$ cat src/rtl/cmni_pkg.sv
package cmni_pkg;

   // Condition flag bundle, N in the most significant position
   typedef struct packed {
      logic n;
      logic z;
      logic c;
      logic v;
   } nzcv_t;

   localparam int unsigned FLAG_W      = 4;
   // Fixed field values that identify the instruction
   localparam logic [1:0]  OP_HI_VAL   = 2'b01;      // bits 30:29
   localparam logic [5:0]  OP_CLASS    = 6'b100010;  // bits 28:23
   localparam logic [4:0]  DEST_ZERO   = 5'b11111;   // bits 4:0

   // Field positions inside the instruction word
   localparam int unsigned POS_WIDE    = 31;
   localparam int unsigned POS_OPHI_LO = 29;
   localparam int unsigned POS_CLS_LO  = 23;
   localparam int unsigned POS_SHIFT   = 22;
   localparam int unsigned POS_IMM_LO  = 10;
   localparam int unsigned POS_RN_LO   = 5;
   localparam int unsigned POS_RD_LO   = 0;

endpackage

$ cat src/rtl/cmni_decode.sv
module cmni_decode
   import cmni_pkg::*;
#(
   parameter int unsigned INSTR_W   = 32,
   parameter int unsigned IMM_W     = 12,
   parameter int unsigned REG_IDX_W = 5
) (
   input  logic [INSTR_W-1:0]   instr,
   output logic                 hit,
   output logic                 wide,
   output logic                 shift_sel,
   output logic [IMM_W-1:0]     imm_raw,
   output logic [REG_IDX_W-1:0] rn
);

   localparam int unsigned IMM_HI = POS_IMM_LO + IMM_W - 1;
   localparam int unsigned RN_HI  = POS_RN_LO + REG_IDX_W - 1;

   if (INSTR_W != 32) begin : g_bad_instr_w
      $error("cmni_decode: instruction word must be 32 bits");
   end
   if (IMM_HI >= POS_SHIFT) begin : g_bad_imm_w
      $error("cmni_decode: immediate field overlaps the shift bit");
   end
   if (RN_HI >= POS_IMM_LO) begin : g_bad_rn_w
      $error("cmni_decode: register field overlaps the immediate");
   end

   logic op_hi_ok;
   logic class_ok;
   logic dest_ok;

   always_comb begin
      op_hi_ok  = (instr[POS_OPHI_LO +: 2] == OP_HI_VAL);
      class_ok  = (instr[POS_CLS_LO +: 6] == OP_CLASS);
      dest_ok   = (instr[POS_RD_LO +: 5] == DEST_ZERO);
      hit       = op_hi_ok & class_ok & dest_ok;
      wide      = instr[POS_WIDE];
      shift_sel = instr[POS_SHIFT];
      imm_raw   = instr[POS_IMM_LO +: IMM_W];
      rn        = instr[POS_RN_LO +: REG_IDX_W];
   end

endmodule

$ cat src/rtl/cmni_imm_expand.sv
module cmni_imm_expand #(
   parameter int unsigned IMM_W     = 12,
   parameter int unsigned SHIFT_AMT = 12,
   parameter int unsigned DATA_W    = 64
) (
   input  logic [IMM_W-1:0]  imm_raw,
   input  logic              shift_sel,
   output logic [DATA_W-1:0] imm_ext
);

   localparam int unsigned SPAN = IMM_W + SHIFT_AMT;

   if (SPAN > DATA_W) begin : g_bad_span
      $error("cmni_imm_expand: shifted immediate exceeds data width");
   end

   logic [DATA_W-1:0] plain;

   always_comb begin
      plain   = {{(DATA_W-IMM_W){1'b0}}, imm_raw};
      imm_ext = shift_sel ? (plain << SHIFT_AMT) : plain;
   end

endmodule

$ cat src/rtl/cmni_flag_lane.sv
module cmni_flag_lane
   import cmni_pkg::*;
#(
   parameter int unsigned W = 32
) (
   input  logic [W-1:0] opa,
   input  logic [W-1:0] opb,
   output nzcv_t        flags
);

   if (W < 2) begin : g_bad_w
      $error("cmni_flag_lane: lane width too small");
   end

   logic [W:0]   sum_ext;
   logic [W-1:0] sum;

   always_comb begin
      sum_ext = {1'b0, opa} + {1'b0, opb};
      sum     = sum_ext[W-1:0];
      flags.n = sum[W-1];
      flags.z = (sum == '0);
      flags.c = sum_ext[W];
      flags.v = (opa[W-1] == opb[W-1]) && (sum[W-1] != opa[W-1]);
   end

endmodule

$ cat src/rtl/cmni_exec_unit.sv
module cmni_exec_unit
   import cmni_pkg::*;
#(
   parameter int unsigned INSTR_W   = 32,
   parameter int unsigned DATA_W    = 64,
   parameter int unsigned NARROW_W  = 32,
   parameter int unsigned IMM_W     = 12,
   parameter int unsigned SHIFT_AMT = 12,
   parameter int unsigned REG_IDX_W = 5
) (
   input  logic                 clk,
   input  logic                 rst,
   input  logic [INSTR_W-1:0]   instr_i,
   input  logic                 valid_i,
   input  logic [DATA_W-1:0]    src_val_i,
   output logic [REG_IDX_W-1:0] src_idx_o,
   output logic                 match_o,
   output logic                 flags_we_o,
   output logic [FLAG_W-1:0]    flags_o
);

   localparam int unsigned N_LANES = 2;

   if (NARROW_W >= DATA_W) begin : g_bad_widths
      $error("cmni_exec_unit: narrow width must be below data width");
   end

   logic              dec_hit;
   logic              dec_wide;
   logic              dec_shift;
   logic [IMM_W-1:0]  dec_imm;
   logic [DATA_W-1:0] imm_ext;
   nzcv_t             lane_flags [N_LANES];
   nzcv_t             sel_flags;
   nzcv_t             flags_q;
   logic              we_q;

   cmni_decode #(
      .INSTR_W   (INSTR_W),
      .IMM_W     (IMM_W),
      .REG_IDX_W (REG_IDX_W)
   ) u_decode (
      .instr     (instr_i),
      .hit       (dec_hit),
      .wide      (dec_wide),
      .shift_sel (dec_shift),
      .imm_raw   (dec_imm),
      .rn        (src_idx_o)
   );

   cmni_imm_expand #(
      .IMM_W     (IMM_W),
      .SHIFT_AMT (SHIFT_AMT),
      .DATA_W    (DATA_W)
   ) u_imm (
      .imm_raw   (dec_imm),
      .shift_sel (dec_shift),
      .imm_ext   (imm_ext)
   );

   // Lane 0 works at the narrow width, lane 1 at the full width
   for (genvar g = 0; g < N_LANES; g++) begin : g_lane
      localparam int unsigned LW = (g == 0) ? NARROW_W : DATA_W;
      cmni_flag_lane #(.W(LW)) u_lane (
         .opa   (src_val_i[LW-1:0]),
         .opb   (imm_ext[LW-1:0]),
         .flags (lane_flags[g])
      );
   end

   always_comb begin
      match_o   = valid_i & dec_hit;
      sel_flags = dec_wide ? lane_flags[1] : lane_flags[0];
   end

   always_ff @(posedge clk) begin
      if (rst) begin
         flags_q <= '0;
         we_q    <= 1'b0;
      end else begin
         we_q <= match_o;
         if (match_o) begin
            flags_q <= sel_flags;
         end
      end
   end

   assign flags_we_o = we_q;
   assign flags_o    = flags_q;

   // a match always carries the fixed destination and a valid strobe
   p_match_fields_r1: assert property (@(posedge clk) disable iff (rst)
      match_o |-> (valid_i && instr_i[4:0] == 5'b11111 && instr_i[30:29] == 2'b01));

   // write enable follows a match by one cycle
   p_we_after_match_r9: assert property (@(posedge clk) disable iff (rst)
      match_o |=> flags_we_o);

   // no write enable and stable flags after a cycle without a match
   p_no_we_idle_r10: assert property (@(posedge clk) disable iff (rst)
      !match_o |=> !flags_we_o);

   p_flags_hold_r10: assert property (@(posedge clk) disable iff (rst)
      !match_o |=> $stable(flags_o));

   // reset clears the flags and the enable at the next edge
   p_reset_clear_r11: assert property (@(posedge clk)
      rst |=> (flags_o == 4'b0000 && !flags_we_o));

   // a zero sum can never have its top bit set
   p_zero_not_neg_r5: assert property (@(posedge clk) disable iff (rst)
      (flags_we_o && flags_o[2]) |-> !flags_o[3]);

endmodule

$ cat config.mk
export PLATFORM = sky130hd
export DESIGN_NAME = cmni_exec_unit
export DESIGN_NICKNAME = d
export VERILOG_FILES = /design/src/rtl/cmni_pkg.sv /design/src/rtl/cmni_decode.sv /design/src/rtl/cmni_imm_expand.sv /design/src/rtl/cmni_flag_lane.sv /design/src/rtl/cmni_exec_unit.sv
export SDC_FILE = /design/constraint.sdc
export NUM_CORES = 1
export LEC_CHECK = 0
export BUFFER_PORTS_ARGS = -buffer_cell sky130_fd_sc_hd__buf_4
export CORE_UTILIZATION = 35
export CTS_CLUSTER_SIZE = 16
export DETAILED_ROUTE_END_ITERATION = 10
export GPL_ROUTABILITY_DRIVEN = 0
export SETUP_SLACK_MARGIN = 0.5
export SYNTH_ARGS = -nofsm -noshare
export SYNTH_HDL_FRONTEND = slang
export SYNTH_SLANG_ARGS = --single-unit
$ cat constraint.sdc
create_clock -name clk -period 13 [get_ports clk]
set_input_delay 2.6 -clock clk [delete_from_list [all_inputs] [get_ports clk]]
set_output_delay 2.6 -clock clk [all_outputs]
set_load 0.1 [all_outputs]
==> impl_metrics.ini, run 1 <==
[layout]
fill_cells = 1121
regArea_um2 = 100
syn2layout_area_growth_pct = 19.6
fin_util_pct = 43.4
instances_no_fill = 789
multi_input_area_um2 = 3430
final_layout_size_suffix_gt1_share_pct = 19.3
fin_nets = 780
final_cell_area_um2 = 4530
diodes = 0

[routing]
via_count = 5192
drt_iter0_markers = 635
wl_mm = 15.7
viasPerCell = 6.58
dr.pass1.iters = 5
drc = 0
wl_per_cell_um = 19.9
route.antenna.remaining_nets = 0

[synthesis]
muxShareOfSynthArea_pct = 2.68
synth_seq_cells = 5
yosysUniqueCellTypes = 80
yosys.area_share.simple_pct = 43.5
syn_nets = 717
synth-xor-area-share_pct = 3.93
synthFlopType = dfxtp_1
yosysWarnings = 0
synth_seq_area_share_pct = 2.64
syn_inst = 591
synth_area_per_cell_um2 = 6.40
synth_edf_count = 0
synth.cell_area_um2 = 3780
synth_fa_ha_area_share_pct = 9.12
synth_compound_area_share_pct = 31.3
synth_top_family_by_area = simple AND/OR/NAND/NOR gates
async_flop_share_pct = 0

[global_routing]
grt_pass1_wl_mm = 24.6
overflow = 0
antenna_found_initial = 0
track_usage_pct = 27.2
grt_max_degree = 25
grt_pass1_vias = 4826

[place]
dp_slack_ns = 6.02
post_dp_cell_area_um2 = 4480
port_buffers = 99
dp_cells = 785
dp_hpwl_mm = 12.9

[timing]
setup_slack_ns = 6.05
min_period_ns = 6.95
setup_viol = 0
rsz0062_at_grt = false
maxSlewHeadroom_pct = 45.4
whs_ns = 0.499
fin_tns_setup_ns = 0
finClkSkew_ns = 0
hold_viol = 0
drv_slew = 0
worst_pin_slew_ns = 0.813
fmax_mhz = 144
fin_crit_sh_pct = 53.5

[hold_path]
min_path_type = register to register
min_path_cells = 2

[pwr]
p_leak_nw = 1.63
finalPower_uw = 195
ir_drop_v = 0.0000205
cellPowerDensity_nw_per_um2 = 43.0

[clock_tree]
numClockSinks = 5
clock_latency_ns = 0.22
cts_root_buf = clkbuf_8
cts_tree = done
htreeDepth = 1
postCtsResizedCells = 0
numCtsBuffers = 3
clk_pin_slew_ns = 0.04
hold_buffers = 0
cts_buffer_depth = 2
cts_setup_buffers = 0

[critical_path]
critPathMostFrequentCell = buf_4
cp_max_fo = 7
startpoint_type = primary input
max_stage_delay_ns = 0.70
worstPathArrival_ns = 4.35
crit_type = primary input to primary output
cp_slowest_cell = nor4_2
end_kind = primary output
r2r_setup_slack_ns = 12.17
required_ns = 10.40
cp_cell_sequence = buf_4 > or4b_1 > nor4_2 > buf_4
rr_worst_depth = 2

[status]
status = finished clean

[die]
coreArea_um2 = 10400
io_pins = 110
start_util_pct = 36.3
die_area_um2 = 11200
rows = 37
fp.dieH_um = 106
die_x_um = 106

[flow_run]
cap_viol_max_count = 0
-- Yosys cell counts (all sizes together), types with 6 or more instances --
cell type,n,area share [%]
or3,6,1.1
or4,8,1.8
a21oi,49,6.5
clkbuf,21,2.4
xor2,6,1.4
nand2,57,5.7
ha,26,8.6
nor2b,15,2.5
a211oi,7,1.4
xnor2,11,2.5
o31ai,9,1.8
nand3,28,3.8
o21ai,48,6.3
nor2,54,5.4
and4,7,1.7
buf,20,3.3
inv,11,1.1
o211ai,8,1.6
nand4,44,7.7
mux2i,9,2.4
nor4,12,2.5
nor3,25,3.3
and3,11,1.9
and2,17,2.8
-- cell usage in the layout (no fill, tap or decap), drive strengths merged, types with 6 or more instances in the layout --
master	Yosys	layout
a211oi	7	7
a21oi	49	49
and2	17	17
and3	11	11
and4	7	7
buf	20	99
ha	26	26
inv	11	11
mux2i	9	9
nand2	57	57
nand3	28	28
nand4	44	44
nor2	54	54
nor2b	15	15
nor3	25	25
nor4	12	12
o211ai	8	8
o21ai	48	48
o31ai	9	9
or3	6	6
or4	8	8
xnor2	11	11
xor2	6	6
-- flip-flops by register name (all words and copies together) (netlist names) --
register,flops
flags_o,4
flags_we_o,1
-- routing by layer --
| layer | track usage [%] | share of wire [%] | wire [um] |
|---|---|---|---|
| met1 | 37.4 | 43 | 6710 |
| met2 | 43.1 | 44 | 6850 |
| met3 | 2.88 | 9.8 | 1530 |
| met4 | 11.0 | 3.8 | 597 |
| met5 | 0 | 0 | 0 |
-- worst max-delay path: cells and delay by family --
family / cells / cell delay (ns)
AND/OR/NAND/NOR: 2 / 1.23
buffers and inverters: 2 / 0.53
-- cells by family after synthesis --
group                    Yosys count
multiplexers                      10
AND/OR/NAND/NOR                  299
buffers and inverters             52
flip-flops                         5
XOR/XNOR                          17
adder cells (fa/ha/maj)           27
AO/OA/AOI/OAI                    181
-- report_power, final --
group	switching (mW)	internal, mW
Combinational	0.0919	0.0588
Sequential	0.000000300	0.0154
Clock	0.00753	0.0210
-- layout make-up --
type                    instances  area share [%]
multi-input cells             534            75.7
repair buffers                 99            16.4
well taps                     136            3.76
flip-flops and latches          5            2.21
clock buffers                   4           0.995
inverters                      11           0.912
-- final timing paths --
check | from | to
worst max-delay path | instr_i[23] | match_o
worst min-delay path | flags_o[0] | flags_o[0]
worst max register to register | flags_o[2] | flags_o[2]
worst min register to register | flags_o[0] | flags_o[0]
Power figures use the tool's default switching activity.
==> run 2, diff against run 1 <==
==> constraint.sdc (replaced) <==
create_clock -name clk -period 5.86 [get_ports clk]
set_input_delay 1.172 -clock clk [delete_from_list [all_inputs] [get_ports clk]]
set_output_delay 1.172 -clock clk [all_outputs]
set_load 0.1 [all_outputs]
==> run 2 against run 1 <==
Sequential share of layout area down 0.063 points. Via count up 0.98%. Sequential power grew 120%. Register-to-register slack lost 7.0 ns. Die area is the same. Combinational power is 130% higher. Flip-flop and latch count unchanged. Setup slack got worse by 5.4 ns. Clock skew unchanged. Routed wire length is 0.69% lower. Non-clock buffer count is 6 higher. Largest power group unchanged.
==> impl_metrics.ini, run 2 (same netlist as run 1, synthesis figures left out) <==
[timing]
min_period_ns = 5.20
finClkSkew_ns = 0
rsz0062_at_grt = false
worst_pin_slew_ns = 1.01
fin_crit_sh_pct = 88.8
drv_slew = 0
setup_viol = 0
maxSlewHeadroom_pct = 32.4
hold_viol = 0
fmax_mhz = 192
fin_tns_setup_ns = 0

[layout]
final_layout_size_suffix_gt1_share_pct = 22.6
final_cell_mix = buf_4 (105), nand2_1 (57), nor2_1 (51), a21oi_1 (46), o21ai_0 (45)
final_common_cell = buf_4
syn2layout_area_growth_pct = 23.1
fill_cells = 1099
fin_util_pct = 44.7
instances_no_fill = 795
largest_register_ffs = 4
fin_nets = 786
diodes = 0

[global_routing]
track_usage_pct = 26.7
grt_pass1_vias = 4843
grt_pass1_wl_mm = 24.2
antenna_found_initial = 0
grt_max_degree = 25
overflow = 0

[clock_tree]
numCtsBuffers = 3
cts_root_buf = clkbuf_8
clk_pin_slew_ns = 0.04
htreeDepth = 1
hold_buffers = 0
clock_latency_ns = 0.22
cts_tree = done
numClockSinks = 5
cts_buffer_depth = 2

[pwr]
p_leak_nw = 1.65
seqPwrFrac_pct = 7.7
netSwitchingFraction_pct = 50.5
finalPower_uw = 445
power.switching_uw = 224
p_clk_share_pct = 14.2
cellPowerDensity_nw_per_um2 = 95.4
ir_drop_v = 0.0000540
p_int_uw = 220
comb_power_share_pct = 78.1

[routing]
drc = 0
via_count = 5243
wl_mm = 15.6
wl_per_cell_um = 19.6
dr.pass1.iters = 5
route.antenna.remaining_nets = 0
drt_iter0_markers = 694
viasPerCell = 6.59

[critical_path]
rr_worst_depth = 2
crit_type = primary input to register
required_ns = 6.02
worstPathArrival_ns = 5.37
cp_max_fo = 24
end_kind = register
startpoint_type = primary input

[die]
coreArea_um2 = 10400
rows = 37
start_util_pct = 36.3
die_x_um = 106
die_area_um2 = 11200
fp.dieH_um = 106
io_pins = 110

[status]
status = finished clean

[place]
port_buffers = 99
dp_cells = 788
dp_hpwl_mm = 12.6

[flow_run]
cap_viol_max_count = 0

[hold_path]
min_path_cells = 2
min_path_type = register to register
## run 2: path summary, 6_finish.rpt
check / from / to / slack [ns]
worst max-delay path: instr_i[22] / flags_o[2] / 0.66
worst min-delay path: flags_o[0] / flags_o[0] / 0.51
worst max register to register: flags_o[2] / flags_o[2] / 5.13
worst min register to register: flags_o[0] / flags_o[0] / 0.51
## run 2: per-stage QoR
step | hold slack [ns] | instance area, um^2 | worst slack, ns
floorplan | 0.934 | 3780 | 0.803
global placement | 0.483 | 4500 | 0.295
detailed placement | 0.502 | 4500 | 0.134
CTS | 0.507 | 4560 | 0.513
global route | 0.530 | 4660 | 0.472
finish | 0.506 | 4660 | 0.656
## run 2: critical path: stages
cell	delay, ns
buf_4	0.18
and2_1	0.18
ha_2	0.42
nand4_1	0.19
or3_1	0.47
nor2_2	0.16
nor2_2	0.08
nor4_2	0.28
ha_1	0.18
o21ai_0	0.08
a21oi_1	0.17
o311ai_0	0.14
or4_1	0.58
nor4_2	0.26
o2111a_1	0.26
nand4_1	0.12
o31ai_2	0.27
a31o_1	0.17
## run 2: repair_timing
item,CTS,global route
cloned,0,0
buffers inserted,1,2
pin swaps,1,1
resized for setup,3,20
setup endpoints to repair,1,1
## run 2: routing by layer
metal	track usage, %	vias to the layer above	routed length (um)
met4	11.0	0	610
met5	0	-	0
met1	36.0	2382	6450
met3	3.19	59	1660
met2	42.8	373	6870
li1	-	2429	-
## run 2: final cells by class
type	count	area, um^2	area share (%)
repair buffers	105	788	16.9
well taps	136	170	3.65
multi-input cells	534	3510	75.4
inverters	11	41.3	0.886
flip-flops and latches	5	100	2.15
clock buffers	4	45.0	0.967
## run 2: power by group through the flow
stage	clock network [mW]	registers, mW	logic (mW)
global placement	0	0.0347	0.321
detailed placement	0	0.0347	0.322
floorplan	0	0.0348	0.217
finish	0.0630	0.0342	0.347
global route	0.0672	0.0342	0.375
CTS	0.0644	0.0342	0.325
